--- config.mk ---
export PLATFORM = sky130hd
export DESIGN_NAME = stall_countdown
export DESIGN_NICKNAME = d
export VERILOG_FILES = /design/src/rtl/stall_cnt_pkg.sv /design/src/rtl/stall_cnt_next.sv /design/src/rtl/stall_cnt_reg.sv /design/src/rtl/stall_tok_gate.sv /design/src/rtl/stall_countdown.sv
export SDC_FILE = /design/constraint.sdc
export NUM_CORES = 1
export LEC_CHECK = 0
export ABC_AREA = 1
export BUFFER_PORTS_ARGS = -buffer_cell sky130_fd_sc_hd__buf_4
export CAP_MARGIN = 15
export CORE_MARGIN = 3
export CORE_UTILIZATION = 27
export CTS_CLUSTER_DIAMETER = 60
export DETAILED_ROUTE_END_ITERATION = 7
export GPL_TIMING_DRIVEN = 0
export PLACE_DENSITY = 0.42
export SYNTH_ARGS = -nofsm -noshare
export SYNTH_HDL_FRONTEND = slang
export SYNTH_SLANG_ARGS = --single-unit
--- constraint.sdc ---
create_clock -name clk -period 1.5 [get_ports clk]
set_input_delay 0.3 -clock clk [delete_from_list [all_inputs] [get_ports clk]]
set_output_delay 0.3 -clock clk [all_outputs]
set_load 0.03 [all_outputs]
--- src/rtl/stall_cnt_pkg.sv ---
package stall_cnt_pkg;
  typedef enum logic [1:0] {
    ACT_CLEAR = 2'd0,
    ACT_LOAD  = 2'd1,
    ACT_DEC   = 2'd2
  } cnt_act_e;
endpackage

--- src/rtl/stall_cnt_next.sv ---
module stall_cnt_next
  import stall_cnt_pkg::*;
#(
  parameter int CNT_W = 8
) (
  input  logic [CNT_W-1:0] cnt,
  input  logic             load_en,
  input  logic [CNT_W-1:0] load_len,
  output cnt_act_e         act,
  output logic [CNT_W-1:0] cnt_nxt,
  output logic             busy
);
  localparam logic [CNT_W-1:0] ONE = CNT_W'(1);

  always_comb begin
    busy = (cnt > ONE);
    if (busy)         act = ACT_DEC;
    else if (load_en) act = ACT_LOAD;
    else              act = ACT_CLEAR;
  end

  always_comb begin
    unique case (act)
      ACT_DEC:  cnt_nxt = cnt - ONE;
      ACT_LOAD: cnt_nxt = load_len;
      default:  cnt_nxt = '0;
    endcase
  end
endmodule

--- src/rtl/stall_cnt_reg.sv ---
module stall_cnt_reg #(
  parameter int CNT_W = 8
) (
  input  logic             clk,
  input  logic             rst_n,
  input  logic [CNT_W-1:0] d,
  output logic [CNT_W-1:0] q
);
  always_ff @(posedge clk) begin
    if (!rst_n) q <= '0;
    else        q <= d;
  end
endmodule

--- src/rtl/stall_tok_gate.sv ---
module stall_tok_gate (
  input  logic tok_in,
  input  logic hold,
  output logic tok_out
);
  always_comb tok_out = tok_in & ~hold;
endmodule

--- src/rtl/stall_countdown.sv ---
module stall_countdown
  import stall_cnt_pkg::*;
#(
  parameter int CNT_W = 8
) (
  input  logic             clk,
  input  logic             rst_n,
  input  logic             load_en,
  input  logic [CNT_W-1:0] load_len,
  input  logic             tok_in,
  output logic             stall,
  output logic             tok_out
);
  logic [CNT_W-1:0] cnt_q;
  logic [CNT_W-1:0] cnt_d;
  cnt_act_e         act;

  stall_cnt_next #(.CNT_W(CNT_W)) u_next (
    .cnt      (cnt_q),
    .load_en  (load_en),
    .load_len (load_len),
    .act      (act),
    .cnt_nxt  (cnt_d),
    .busy     (stall)
  );

  stall_cnt_reg #(.CNT_W(CNT_W)) u_reg (
    .clk   (clk),
    .rst_n (rst_n),
    .d     (cnt_d),
    .q     (cnt_q)
  );

  stall_tok_gate u_gate (
    .tok_in  (tok_in),
    .hold    (stall),
    .tok_out (tok_out)
  );
endmodule

==> impl_metrics.ini, run 1 <==
[clocking]
cts_tree = done
clk_pin_slew_worst_paths_ps = 60
clk_path_buf_depth = 2
cts_htree_levels = 1
root_buffer = clkbuf_4
numCtsBuffers = 3
clkLatencyLatePin_ps = 250
cts.sinks = 8

[place]
portBuffers = 12
hpwl_um = 960
gp_congestion = 0.749

[logic_synthesis]
yosysSeqAreaShare = 0.286
synth.distinct_cells = 17
netlist_area_um2 = 559
syn-instance-count = 76
yosysWarnings = 0
synth_nets = 90
ys_ff_latch = 8
avgSynthCellArea_um2 = 7.36

[die]
dieArea_mm2 = 0.00265
die_x_um = 51.5
pin_count = 14
fp.coreArea_mm2 = 0.00184
placementRows = 15
die-height_um = 51.5
initial_utilization = 0.304

[global_route]
grt_overflow = 0
grt_pass1_wl_um = 2260
grt_pass1_vias = 498
grt_use_total = 0.118
grt_max_degree = 9
antenna_found_initial = 0

[worst_setup_path]
cp_slowest_cell = dfxtp_2
cp_top_family = simple AND/OR/NAND/NOR gates
critical_path_class = reg -> out
path_max_fanout = 4
r2r_cells = 9
crit_buf_inv = 2
ff2ff_setup_slack_ps = -10
crit_cells = 6
cpPeakStageDelay_ps = 350
crit_chain = inv_4 > ha_4 > or2_4 > nand4_4 > nor2_4 > buf_6
required_ps = 1200
cp_data_arrival_time_ps = 1330
rr_endpoint = u_reg.q[7]
cp-end-kind = output port
rr_startpoint = u_reg.q[1]
start_kind = flip-flop

[layout]
top_register = u_reg.q
drive_above_1_share = 0.398
syn2layout_area_growth_pct = 45.4
layout.nets = 114
largest_reg_flops = 8
n_antenna_cell = 0
final_cell_mix = buf_4 (16), nand3_1 (15), nand2_1 (12)
reg_top3 = u_reg.q (8)
layout_commonest_cell = buf_4

[worst_hold_path]
holdPathStages = 3
hp-start = load_len[0]
hp-class = in -> reg
holdPathEnd = u_reg.q[0]

[sta]
layout_setup_ws_ps = -128
relSlewSlack = 0.799
tightest_slew_ps = 302
fin_setup_tns_ps = -243
rsz0062_at_grt = true
fin_crit_sh = 1.09
fin_hold_ws_ps = 317
finalSetupViolCount = 3
fin_skew_ps = 4.10
max_freq_mhz = 614
fin_crit_ps = 1630
drv_slew = 0
hold_violations = 0

[route]
viasPerCell = 4.63
drc_errors = 0
drt_iter0_markers = 14
vias = 569
wl_um = 1300
drt-pass1-iter-count = 4
wire_per_inst_um = 10.6
drt.antenna.violating_nets = 0

[status]
violations = setup timing
status = finished with violations

[power]
p_leak_nw = 0.373
ir_drop_uv = 989
power_mw = 1.97
powerDensity_mw_per_mm2 = 2420

[job]
cap_violations = 0
==> cells in the mapped netlist <==
master    instances  area (um^2)
nand3_1          15         75.1
nand2_4           1         11.3
ha_1              2         25.0
inv_1            12         45.0
xor2_1            2         17.5
nand4_4           1         21.3
nand2_2           1         6.26
nor2_8            2         40.0
nand4_1           2         12.5
or2_4             1         8.76
dfxtp_1           8          160
o21ai_0           1         5.00
nand2_1          12         45.0
a21oi_1           8         40.0
nor2_1            5         18.8
nor2_4            2         22.5
clkbuf_2          1         5.00
==> worst max path at each step <==
stage	from	endpoint	slack [ps]
6_report	u_reg.q[1]	tok_out	-130
3_3_place_gp	u_reg.q[1]	tok_out	-40
5_1_grt	u_reg.q[1]	tok_out	-200
4_1_cts	u_reg.q[0]	tok_out	-150
2_1_floorplan	u_reg.q[1]	tok_out	10
3_5_place_dp	u_reg.q[1]	tok_out	-30
==> timing repair <==
action | in CTS | in global routing
pin swaps | 3 | 2
buffers inserted | 6 | 1
endpoints found under the setup margin | 2 | 3
gates resized for setup | 8 | 3
hold buffers | 0 | 0
==> through the flow <==
step	setup slack (ps)	area, um^2	util	instances
after floorplan	10.5	581	-	76
after global placement	-43.5	702	0.382	113
after detailed placement	-30.0	702	0.382	113
after CTS	-146	796	0.433	122
after global routing	-197	813	0.442	123
final	-128	813	0.442	123
==> logic make-up after synthesis <==
family                   after synthesis  synth area share
AO/OA/AOI/OAI                          9            0.0805
XOR/XNOR                               2            0.0313
adder cells (fa/ha/maj)                2            0.0447
buffers and inverters                 13            0.0895
flip-flops                             8             0.286
AND/OR/NAND/NOR                       42             0.468
==> where the power goes <==
group / internal [mW] / switching, mW
registers: 0.312 / 0.129
clock network: 0.0918 / 0.0764
logic: 0.641 / 0.716
total: 1.04 / 0.922
==> tightest hold or removal path, delay by kind of cell <==
kind	cells	cell delay, ps
compound gates	1	50
buf+inv	1	110
simple gates	1	70
==> final cells by class <==
cell class / instances / area, um^2
fill: 202 / 1030
multi-input combinational: 55 / 385
sequential: 8 / 165
timing repair buffer: 19 / 154
inverter: 12 / 50.0
tap: 25 / 31.3
clock buffer: 3 / 22.5
buffer: 1 / 5.00
==> per-layer routing <==
metal,global-route usage,vias to the layer above,wire (um)
li1,-,295,-
met1,0.154,255,627
met2,0.167,17,568
met3,0.0401,2,90
met4,0.0655,0,12
met5,0,-,0
Note: power is estimated with default switching activity, not from simulation.
==> run 2: changes to the inputs <==
--- a/config.mk
+++ b/config.mk
@@ -9,11 +9,11 @@
 export BUFFER_PORTS_ARGS = -buffer_cell sky130_fd_sc_hd__buf_4
 export CAP_MARGIN = 15
 export CORE_MARGIN = 3
-export CORE_UTILIZATION = 27
+export CORE_UTILIZATION = 40
 export CTS_CLUSTER_DIAMETER = 60
 export DETAILED_ROUTE_END_ITERATION = 7
 export GPL_TIMING_DRIVEN = 0
-export PLACE_DENSITY = 0.42
+export PLACE_DENSITY = 0.59
 export SYNTH_ARGS = -nofsm -noshare
 export SYNTH_HDL_FRONTEND = slang
 export SYNTH_SLANG_ARGS = --single-unit
==> run 2 against run 1 <==
Net effect: the flow still finishes with violations (setup timing); die area fell by 29%; global-route usage rose by 4.2 points; sequential power fell by 1%; non-clock buffer count rose by 1; combinational power barely moved; highest routed layer unchanged.
==> impl_metrics.ini, run 2 (synthesis gave the netlist of run 1 again) <==
[status]
status = finished with violations
violations = setup timing

[global_route]
grt.busiest_layer = met2
grt_util_met1 = 0.198
antenna_found_initial = 0
grtUsageMet3 = 0.0373
grt_use_total = 0.159
met2_usage = 0.242
grt_pass1_vias = 494
grt_max_degree = 9
grt_pass1_wl_um = 2190
grt_overflow = 0

[layout]
n_fill_cell = 107
n_antenna_cell = 0
reg_top3 = u_reg.q (8)
syn2layout_area_growth_pct = 44.3
final_cell_mix = buf_4 (18), nand3_1 (13), nand2_1 (12)
layout.nets = 115
layout_commonest_cell = buf_4
finalInstanceArea_um2 = 807
top_register = u_reg.q
largest_reg_flops = 8
drive_above_1_share = 0.414

[clocking]
cts.sinks = 8
clkLatencyLatePin_ps = 260
clk_path_buf_depth = 2
clk_pin_slew_worst_paths_ps = 50
cts_hold_buf = 0
cts_htree_levels = 1
numCtsBuffers = 3
root_buffer = clkbuf_4
cts_tree = done

[route]
vias = 583
viasPerCell = 5.16
drc_errors = 0
wire_per_inst_um = 11.4
drt_iter0_markers = 16
wl_um = 1290
drt-pass1-iter-count = 4
drt.antenna.violating_nets = 0

[power]
powerDensity_mw_per_mm2 = 2450
p_leak_nw = 0.377
ir_drop_uv = 1200

[place]
gp_congestion = 0.736
portBuffers = 12
hpwl_um = 881
placed_cell_area_um2 = 688

[sta]
relSlewSlack = 0.816
fin_setup_tns_ps = -228
fin_crit_ps = 1630
drv_slew = 0
layout_setup_ws_ps = -125
rsz0062_at_grt = true
hold_violations = 0
finalSetupViolCount = 2
max_freq_mhz = 615
fin_crit_sh = 1.08
tightest_slew_ps = 276
fin_skew_ps = 4.87

[die]
fp.coreArea_mm2 = 0.00120
initial_utilization = 0.466
dieArea_mm2 = 0.00188
placementRows = 12
pin_count = 14
die_x_um = 43.4
die-height_um = 43.4

[worst_setup_path]
start_kind = flip-flop
path_max_fanout = 4
required_ps = 1200
cp_data_arrival_time_ps = 1330
critical_path_class = reg -> out
cp-end-kind = output port

[worst_hold_path]
hp-class = in -> reg

[job]
cap_violations = 0
-- run 2: routing by layer --
metal  vias up  share of wire
met5         -              0
met4         0          0.031
met3         5          0.040
met2        16           0.48
met1       267           0.45
li1        295              -
-- run 2: cell type report --
cell class	count	area [um^2]	area share
Inverter	12	47.5	0.0589
Clock buffer	3	22.5	0.0279
Sequential cell	8	165	0.205
Multi-Input combinational cell	55	392	0.485
Timing Repair Buffer	20	158	0.195
Buffer	1	5.00	0.00620
Tap cell	14	17.5	0.0217
-- run 2: power breakdown --
group	leakage (nW)	internal (mW)	switching (mW)
Combinational	0.296	0.640	0.731
Sequential	0.0671	0.312	0.125
Clock	0.0138	0.0919	0.0789
Total	0.377	1.04	0.935
-- run 2: metrics by stage --
stage	cells	utilization	hold slack, ps	power (mW)	setup WS, ps
after CTS	111	0.651	300	1.92	-135
after global routing	113	0.672	303	2.14	-192
after floorplan	76	-	453	1.33	10.5
final	113	0.672	296	1.98	-125
after detailed placement	102	0.573	560	1.56	-20.4
after global placement	102	0.573	558	1.54	-8.94
-- run 2: final timing paths --
check / startpoint / to / slack [ps] / depth (start not counted)
min: load_len[0] / u_reg.q[0] / 300 / 3
min reg2reg: u_reg.q[6] / u_reg.q[6] / 620 / 4
max reg2reg: u_reg.q[0] / u_reg.q[3] / 70 / 9
max: u_reg.q[0] / tok_out / -130 / 6
-- run 2: worst max-delay path, cell delays in order, from the launching register on --
cell     delay [ps]
dfxtp_4         380
inv_4            40
ha_4            150
or2_4           240
nand4_4         100
nor2_4           40
buf_6           130
-- run 2: timing repair --
item                       4_1_cts  5_1_grt
setup endpoints to repair        2        2
gates resized for setup          8        2
pin swaps                        3        0
setup buffers                    6        2
==> run 3: changes to the inputs <==
--- a/config.mk
+++ b/config.mk
@@ -8,12 +8,12 @@
 export ABC_AREA = 1
 export BUFFER_PORTS_ARGS = -buffer_cell sky130_fd_sc_hd__buf_4
 export CAP_MARGIN = 15
-export CORE_MARGIN = 3
+export CORE_MARGIN = 5
 export CORE_UTILIZATION = 40
 export CTS_CLUSTER_DIAMETER = 60
 export DETAILED_ROUTE_END_ITERATION = 7
-export GPL_TIMING_DRIVEN = 0
 export PLACE_DENSITY = 0.59
+export SKIP_LAST_GASP = 1
 export SYNTH_ARGS = -nofsm -noshare
 export SYNTH_HDL_FRONTEND = slang
 export SYNTH_SLANG_ARGS = --single-unit
==> run 3 against run 2 <==
Net effect: the run still ends with setup timing left; via count decreased by 2.6%; non-clock buffer count unchanged; routed wire length increased by 6.8%; die area increased by 19%; cell count increased by 0.88%; register-to-register slack got worse by 30 ps; utilization decreased by 7.5 points; clock skew increased by 5.6 ps; clock power about the same; maximum frequency decreased by 0.32%; critical path type unchanged.
==> impl_metrics.ini, run 3 (synthesis gave the netlist of run 1 again) <==
[sta]
relSlewSlack = 0.819
fin_setup_tns_ps = -239
fin_crit_sh = 1.09
max_freq_mhz = 613
tightest_slew_ps = 271
hold_violations = 0
finalSetupViolCount = 2
fin_crit_ps = 1630
rsz0062_at_grt = true
drv_slew = 0
layout_setup_ws_ps = -130
fin_hold_ws_ps = 301
fin_skew_ps = 10.5

[die]
pin_count = 14
dieArea_mm2 = 0.00225
fp.coreArea_mm2 = 0.00132
die-height_um = 47.4
placementRows = 13
initial_utilization = 0.425
die_x_um = 47.4

[worst_setup_path]
critical_path_class = reg -> out
start_kind = flip-flop
cp-end-kind = output port
required_ps = 1200
r2r_cells = 8
path_max_fanout = 3
ff2ff_setup_slack_ps = 40
rr_endpoint = u_reg.q[7]
rr_startpoint = u_reg.q[0]
cp_data_arrival_time_ps = 1330

[clocking]
cts.sinks = 8
root_buffer = clkbuf_4
clkLatencyLatePin_ps = 260
cts_tree = done
clk_path_buf_depth = 2
cts_htree_levels = 1
numCtsBuffers = 3
clk_pin_slew_worst_paths_ps = 60

[route]
viasPerCell = 4.98
drt_iter0_markers = 17
drc_errors = 0
wl_um = 1370
drt.antenna.violating_nets = 0
vias = 568
wire_per_inst_um = 12.1
drt-pass1-iter-count = 4

[layout]
final_cell_mix = buf_4 (19), nand3_1 (15), nand2_1 (12)
largest_reg_flops = 8
n_antenna_cell = 0
finalNonFillerCells = 114
reg_top3 = u_reg.q (8)
layout.nets = 115
syn2layout_area_growth_pct = 40.5
drive_above_1_share = 0.394
final_util = 0.596
n_fill_cell = 126
finalInstanceArea_um2 = 786
top_register = u_reg.q
layout_commonest_cell = buf_4

[global_route]
antenna_found_initial = 0
grt_pass1_wl_um = 2370
grt_pass1_vias = 554
grt_use_total = 0.156
grt_overflow = 0
grt_max_degree = 9

[worst_hold_path]
holdPathEnd = u_reg.q[1]
hp-class = in -> reg
holdPathStages = 3
hp-start = load_len[1]

[status]
violations = setup timing
status = finished with violations

[place]
hpwl_um = 1010
gp_congestion = 0.715
dp_cells = 104
placed_cell_area_um2 = 699
post-place-ws_ps = 57.4
portBuffers = 13

[power]
intPower_mw = 1.01
pwr-share-comb = 0.694
p_clk_frac = 0.089
powerDensity_mw_per_mm2 = 2450
power_mw = 1.93
p_leak_nw = 0.374
p_switching_uw = 915
p_seq_frac = 0.217
ir_drop_uv = 1360
swShare = 0.475

[job]
cap_violations = 0
-- run 3: area by class of cell --
type / count / area, um^2 / share of cell area
inverter: 12 / 45.0 / 0.0573
timing repair buffer: 21 / 165 / 0.210
multi-input combinational: 55 / 372 / 0.473
sequential: 8 / 163 / 0.207
clock buffer: 3 / 22.5 / 0.0287
tap: 15 / 18.8 / 0.0239
-- run 3: worst max path at each step --
stage,startpoint,end,slack [ps]
3_3_place_gp,u_reg.q[1],tok_out,80
5_1_grt,u_reg.q[0],tok_out,-180
4_1_cts,u_reg.q[1],tok_out,-140
6_report,u_reg.q[0],tok_out,-130
3_5_place_dp,u_reg.q[1],tok_out,60
2_1_floorplan,u_reg.q[1],tok_out,10
-- run 3: critical path, stage by stage (launching register included) --
cell	delay [ps]
dfxtp_2	350
inv_2	60
ha_4	150
or2_4	260
nand4_4	90
nor2_4	40
buf_6	130
-- run 3: what timing repair did --
action                     CTS  global route
hold buffers                 0             0
setup endpoints to repair    2             2
resized for setup            5             0
setup buffers                3             4
pin swaps                    3             1
cloned                       0             0
-- run 3: routing by layer --
metal  vias to the layer above  GRT usage  wire (um)
met5                         -          0          0
met4                         0     0.0994         17
met3                         2     0.0230         93
met2                        19      0.257        679
met1                       250      0.186        584
li1                        297          -          -
-- run 3: power groups by stage --
stage,Sequential [mW],Combinational [mW],Clock (mW)
6_report,0.418,1.34,0.172
5_1_grt,0.438,1.48,0.185
4_1_cts,0.419,1.25,0.177
3_5_place_dp,0.422,1.18,0
3_3_place_gp,0.421,1.17,0
2_1_floorplan,0.404,0.926,0
